[config.mk]
export PLATFORM = sky130hd
export DESIGN_NAME = wave_capture_top
export DESIGN_NICKNAME = d
export VERILOG_FILES = /design/src/rtl/wc_pkg.sv /design/src/rtl/wc_src_mux.sv /design/src/rtl/wc_decim.sv /design/src/rtl/wc_irq_flag.sv /design/src/rtl/wave_capture_top.sv
export SDC_FILE = /design/constraint.sdc
export NUM_CORES = 1
export LEC_CHECK = 0
export BUFFER_PORTS_ARGS = -buffer_cell sky130_fd_sc_hd__buf_2
export CAP_MARGIN = 10
export CELL_PAD_IN_SITES_DETAIL_PLACEMENT = 0
export CELL_PAD_IN_SITES_GLOBAL_PLACEMENT = 1
export CORE_MARGIN = 4
export CORE_UTILIZATION = 33
export DETAILED_ROUTE_END_ITERATION = 16
export GPL_TIMING_DRIVEN = 0
export PLACE_DENSITY_LB_ADDON = 0.1
export SYNTH_ARGS = -nofsm -noshare
export SYNTH_HDL_FRONTEND = slang
export SYNTH_SLANG_ARGS = --single-unit
export TNS_END_PERCENT = 50
[constraint.sdc]
create_clock -name clk_i -period 3.9 [get_ports clk_i]
set_input_delay 0.78 -clock clk_i [delete_from_list [all_inputs] [get_ports clk_i]]
set_output_delay 0.78 -clock clk_i [all_outputs]
set_load 0.03 [all_outputs]
[src/rtl/wc_pkg.sv]
package wc_pkg;
  typedef enum logic [2:0] {
    SRC_CUR = 3'b000,
    SRC_VOL = 3'b001
  } src_e;

  typedef enum logic [1:0] {
    PH_A    = 2'b00,
    PH_B    = 2'b01,
    PH_C    = 2'b10,
    PH_NONE = 2'b11
  } phase_e;

  localparam int unsigned NUM_PH = 3;
endpackage

[src/rtl/wc_src_mux.sv]
module wc_src_mux
  import wc_pkg::*;
#(
  parameter int unsigned CUR_W = 24,
  parameter int unsigned VOL_W = 16
) (
  input  logic [NUM_PH*CUR_W-1:0] cur_bus_i,
  input  logic [NUM_PH*VOL_W-1:0] vol_bus_i,
  input  logic [2:0]              src_i,
  input  logic [1:0]              phase_i,
  output logic [CUR_W-1:0]        sample_o,
  output logic                    sel_ok_o
);
  localparam int unsigned EXT_W = CUR_W - VOL_W;

  logic [CUR_W-1:0] cur_arr [NUM_PH];
  logic [CUR_W-1:0] vol_ext [NUM_PH];

  // unpack per phase, sign extend voltage
  for (genvar p = 0; p < NUM_PH; p++) begin : g_ph
    logic [VOL_W-1:0] v;
    assign v          = vol_bus_i[p*VOL_W +: VOL_W];
    assign cur_arr[p] = cur_bus_i[p*CUR_W +: CUR_W];
    assign vol_ext[p] = {{EXT_W{v[VOL_W-1]}}, v};
  end

  logic             src_ok;
  logic             ph_ok;
  logic [CUR_W-1:0] cur_pick;
  logic [CUR_W-1:0] vol_pick;

  always_comb begin
    cur_pick = '0;
    vol_pick = '0;
    ph_ok    = 1'b1;
    unique case (phase_i)
      PH_A: begin cur_pick = cur_arr[0]; vol_pick = vol_ext[0]; end
      PH_B: begin cur_pick = cur_arr[1]; vol_pick = vol_ext[1]; end
      PH_C: begin cur_pick = cur_arr[2]; vol_pick = vol_ext[2]; end
      default: ph_ok = 1'b0;
    endcase
  end

  always_comb begin
    src_ok   = 1'b0;
    sample_o = cur_pick;
    case (src_i)
      SRC_CUR: begin src_ok = 1'b1; sample_o = cur_pick; end
      SRC_VOL: begin src_ok = 1'b1; sample_o = vol_pick; end
      default: src_ok = 1'b0;
    endcase
  end

  assign sel_ok_o = src_ok & ph_ok;
endmodule

[src/rtl/wc_decim.sv]
module wc_decim #(
  parameter int unsigned RATE_W = 2,
  parameter int unsigned MODE_W = 7
) (
  input  logic              clk_i,
  input  logic              rst_ni,
  input  logic [MODE_W-1:0] mode_i,
  input  logic [RATE_W-1:0] rate_i,
  input  logic              valid_i,
  input  logic              sel_ok_i,
  output logic              keep_o
);
  localparam int unsigned MAX_EXP = (1 << RATE_W) - 1;
  localparam int unsigned CNT_W   = (MAX_EXP < 1) ? 1 : MAX_EXP;

  logic [MODE_W-1:0] mode_q;
  logic [CNT_W-1:0]  cnt_q, cnt_d, cnt_eff, cnt_mask;
  logic              mode_chg;

  assign mode_chg = (mode_i != mode_q);
  assign cnt_eff  = mode_chg ? '0 : cnt_q;
  // ratio 2^k : wrap mask has k low ones
  assign cnt_mask = CNT_W'((({{CNT_W{1'b0}}, 1'b1} << rate_i) - 1'b1));

  always_comb begin
    cnt_d = cnt_eff;
    if (valid_i) cnt_d = (cnt_eff + 1'b1) & cnt_mask;
  end

  assign keep_o = valid_i & sel_ok_i & (cnt_eff == '0);

  always_ff @(posedge clk_i or negedge rst_ni) begin
    if (!rst_ni) begin
      mode_q <= '0;
      cnt_q  <= '0;
    end else begin
      mode_q <= mode_i;
      cnt_q  <= cnt_d;
    end
  end
endmodule

[src/rtl/wc_irq_flag.sv]
module wc_irq_flag (
  input  logic clk_i,
  input  logic rst_ni,
  input  logic set_i,
  input  logic clr_i,
  input  logic mask_i,
  output logic flag_o,
  output logic irq_no
);
  logic flag_q;

  // a new sample wins over a simultaneous clear
  always_ff @(posedge clk_i or negedge rst_ni) begin
    if (!rst_ni)    flag_q <= 1'b0;
    else if (set_i) flag_q <= 1'b1;
    else if (clr_i) flag_q <= 1'b0;
  end

  assign flag_o = flag_q;
  assign irq_no = ~(flag_q & mask_i);
endmodule

[src/rtl/wave_capture_top.sv]
module wave_capture_top
  import wc_pkg::*;
#(
  parameter int unsigned CUR_W  = 24,
  parameter int unsigned VOL_W  = 16,
  parameter int unsigned RATE_W = 2
) (
  input  logic              clk_i,
  input  logic              rst_ni,
  input  logic              smp_valid_i,
  input  logic [CUR_W-1:0]  cur_a_i,
  input  logic [CUR_W-1:0]  cur_b_i,
  input  logic [CUR_W-1:0]  cur_c_i,
  input  logic [VOL_W-1:0]  vol_a_i,
  input  logic [VOL_W-1:0]  vol_b_i,
  input  logic [VOL_W-1:0]  vol_c_i,
  input  logic [2:0]        src_sel_i,
  input  logic [1:0]        phase_sel_i,
  input  logic [RATE_W-1:0] rate_sel_i,
  input  logic              ready_mask_i,
  input  logic              status_clr_i,
  output logic [CUR_W-1:0]  wave_o,
  output logic              sample_flag_o,
  output logic              irq_no
);
  localparam int unsigned MODE_W = 3 + 2 + RATE_W;

  logic [NUM_PH*CUR_W-1:0] cur_bus;
  logic [NUM_PH*VOL_W-1:0] vol_bus;
  logic [CUR_W-1:0]        sample;
  logic                    sel_ok;
  logic                    keep;
  logic [CUR_W-1:0]        wave_q;

  assign cur_bus = {cur_c_i, cur_b_i, cur_a_i};
  assign vol_bus = {vol_c_i, vol_b_i, vol_a_i};

  wc_src_mux #(.CUR_W(CUR_W), .VOL_W(VOL_W)) u_mux (
    .cur_bus_i (cur_bus),
    .vol_bus_i (vol_bus),
    .src_i     (src_sel_i),
    .phase_i   (phase_sel_i),
    .sample_o  (sample),
    .sel_ok_o  (sel_ok)
  );

  wc_decim #(.RATE_W(RATE_W), .MODE_W(MODE_W)) u_decim (
    .clk_i    (clk_i),
    .rst_ni   (rst_ni),
    .mode_i   ({src_sel_i, phase_sel_i, rate_sel_i}),
    .rate_i   (rate_sel_i),
    .valid_i  (smp_valid_i),
    .sel_ok_i (sel_ok),
    .keep_o   (keep)
  );

  always_ff @(posedge clk_i or negedge rst_ni) begin
    if (!rst_ni)   wave_q <= '0;
    else if (keep) wave_q <= sample;
  end

  wc_irq_flag u_irq (
    .clk_i  (clk_i),
    .rst_ni (rst_ni),
    .set_i  (keep),
    .clr_i  (status_clr_i),
    .mask_i (ready_mask_i),
    .flag_o (sample_flag_o),
    .irq_no (irq_no)
  );

  assign wave_o = wave_q;
endmodule

==> impl_metrics.env <==
export IMPL_min_from="wave_o[19]$_DFFE_PN0P_"
export IMPL_multiInputGateArea_um2=1450
export IMPL_grt_ovfl_total=0
export IMPL_synth_area_leaders="dfrtp_1 (35%), mux2i_1 (17%), mux2_4 (11%)"
export IMPL_arrival_ns=2.71
export IMPL_holdPathStages=1
export IMPL_track_usage_pct=17.3
export IMPL_synth_top_cell_by_area="dfrtp_1"
export IMPL_area_growth_pct=42.2
export IMPL_cts_root_buf="clkbuf_8"
export IMPL_post_route_period_util_pct=65.0
export IMPL_clk_latency_ns=0.29
export IMPL_antenna_found_initial=0
export IMPL_layout_common_cells="buf_2 (161), mux2i_1 (41), a21oi_1 (40), nor2_1 (40), dfrtp_1 (35)"
export IMPL_nNetsFinal=555
export IMPL_syn_area_um2=2480
export IMPL_wire_per_inst_um=14.9
export IMPL_peakVddDrop_mv=0.133
export IMPL_dp_hpwl_um=6160
export IMPL_place_worst_setup_slack_ns=1.07
export IMPL_fillers=802
export IMPL_placed_area_um2=3390
export IMPL_crit_reg2reg_launch="u_decim.mode_q[0]$_DFF_PN0_"
export IMPL_critPathMaxFanout=10
export IMPL_maxCapViolCount=0
export IMPL_drt_iter0_markers=35
export IMPL_cts_buffer_depth=2
export IMPL_initial_core_util_pct=34.0
export IMPL_status="finished, final reports clean"
export IMPL_mostFrequentLayoutCell="buf_2"
export IMPL_tritoncts="built"
export IMPL_r2r_end="wave_o[19]$_DFFE_PN0P_"
export IMPL_syn_nets=391
export IMPL_routed_wl_um=7800
export IMPL_syn_instance_count=258
export IMPL_routabilityCongestion=0.733
export IMPL_die_w_um=94.6
export IMPL_crit_type="primary input to flip-flop"
export IMPL_fin_area_um2=3520
export IMPL_finalWorstSetupSlack_ns=1.36
export IMPL_critPathLaunchType="primary input"
export IMPL_grt_max_degree=36
export IMPL_synth_main_ff_cell="dfrtp_1"
export IMPL_synth_distinct_cells=28
export IMPL_ys_warn_count=0
export IMPL_cts_resized=0
export IMPL_htreeDepth=2
export IMPL_r2r_cells=10
export IMPL_die_h_um=94.6
export IMPL_synth_edff_count=0
export IMPL_ys_ff_latch=35
export IMPL_cp_end_kind="flip-flop"
export IMPL_hold_class="flip-flop to flip-flop"
export IMPL_diodes=0
export IMPL_required_ns=4.07
export IMPL_finalHoldViolCount=0
export IMPL_rows=31
export IMPL_drc_errors=0
export IMPL_period_minus_slack_ns=2.54
export IMPL_fin_skew_ns=0.00555
export IMPL_io_pins=158
export IMPL_clk_pin_slew_ns=0.07
export IMPL_setup_viol=0
export IMPL_clock_sinks=35
export IMPL_avgViaCountPerCell=4.78
export IMPL_register_area_um2=876
export IMPL_grt_pass1_vias=2462
export IMPL_worst_pin_slew_ns=0.798
export IMPL_max_freq_ghz=0.394
export IMPL_power_leakage_uw=0.00190
export IMPL_hold_end="wave_o[19]$_DFFE_PN0P_"
export IMPL_power_density_nw_per_um2=369
export IMPL_syn_area_per_cell_um2=9.60
export IMPL_drt_pass1_iterations=4
export IMPL_max_slew_margin_pct=46.8
export IMPL_grt_first_pass_wirelength_um=12200
export IMPL_synth_top_area_share_pct=35.4
export IMPL_numCtsBuffers=5
export IMPL_vias=2493
export IMPL_hold_buffers=0
export IMPL_async_flop_share_pct=100
export IMPL_maxSlewViolCount=0
export IMPL_yosysSeqAreaShare_pct=35.4
export IMPL_tns_ns=0
export IMPL_core_um2=7290
export IMPL_ant_nets=0
export IMPL_hold_ws_ns=0.488
export IMPL_regToRegSetupSlack_ns=1.71
export IMPL_dieArea_um2=8960
export IMPL_drive_above_1_share_pct=47.5
export IMPL_post_cts_buffers=0
export IMPL_port_buffers=157
export IMPL_rsz0062_at_grt="no"
[critical path, stage by stage]
cell	delay (ns)
buf_2	0.11
buf_6	0.13
xnor2_1	0.15
nand4_1	0.14
nor4_4	0.23
nand2_1	0.15
ha_1	0.21
nand4_1	0.08
a21o_1	0.10
buf_6	0.15
buf_12	0.15
mux2_1	0.31
[cells by family (layout without fill, tap and decap cells)]
kind of cell | Yosys count | in the layout | share of synthesized area (%)
simple gates | 58 | 58 | 10.3
fa+ha+maj | 1 | 1 | 0.505
mux | 65 | 65 | 30.2
flops | 35 | 35 | 35.4
xor+xnor | 7 | 7 | 2.47
buf+inv | 22 | 187 | 6.06
compound gates | 70 | 70 | 15.2
[Yosys cell counts (3+ instances only)]
library cell  number
a21oi_1           40
clkbuf_1           8
buf_2              4
mux2i_1           41
xnor2_1            4
o22ai_1           16
mux2_4            18
nor2_1            40
o21ai_0           12
nand2_1            9
dfrtp_1           35
mux2_2             5
xor2_1             3
buf_6              3
[final cells by class]
class / count / area share [%]
Buffer: 20 / 4.05
Timing Repair Buffer: 157 / 22.3
Tap cell: 99 / 3.52
Clock buffer: 5 / 1.95
Multi-Input combinational cell: 201 / 41.2
Sequential cell: 35 / 24.9
Clock inverter: 3 / 1.92
Inverter: 2 / 0.213
[registers in the layout, summed over array words and instances, names as in the netlist]
name / cells
u_decim.cnt_q: 3
u_decim.mode_q: 7
u_irq.flag_o: 1
wave_o: 24
[report_power, final]
group	internal (uW)	total (uW)	switching, uW
sequential	420	449	29.2
combinational	204	458	254
clock	255	394	139
total	879	1300	422
[how the worst max path moves through the flow]
stage                               from                endpoint  slack, ns  depth (start not counted)
after floorplan           phase_sel_i[1]  wave_o[19]$_DFFE_PN0P_       1.37                         10
after global placement    phase_sel_i[0]  wave_o[19]$_DFFE_PN0P_       1.09                         12
after detailed placement  phase_sel_i[0]  wave_o[19]$_DFFE_PN0P_       1.07                         12
after CTS                 phase_sel_i[0]  wave_o[19]$_DFFE_PN0P_       1.36                         12
after global routing      phase_sel_i[0]  wave_o[19]$_DFFE_PN0P_       1.20                         12
final                     phase_sel_i[0]  wave_o[19]$_DFFE_PN0P_       1.36                         12
[per-layer routing]
metal	vias to the layer above	share of wire [%]	global-route usage [%]
met1	1141	42	22.2
met5	-	0	0
met3	5	8.9	4.94
li1	1245	-	-
met4	0	0.65	3.25
met2	102	48	29.2
[metrics by stage]
stage	util, %	power (uW)	instances
2_1_floorplan	-	748	258
3_3_place_gp	46.4	916	514
3_5_place_dp	46.4	920	514
4_1_cts	48.3	1320	522
5_1_grt	48.3	1380	522
6_report	48.3	1300	522
Power figures use the tool's default switching activity.
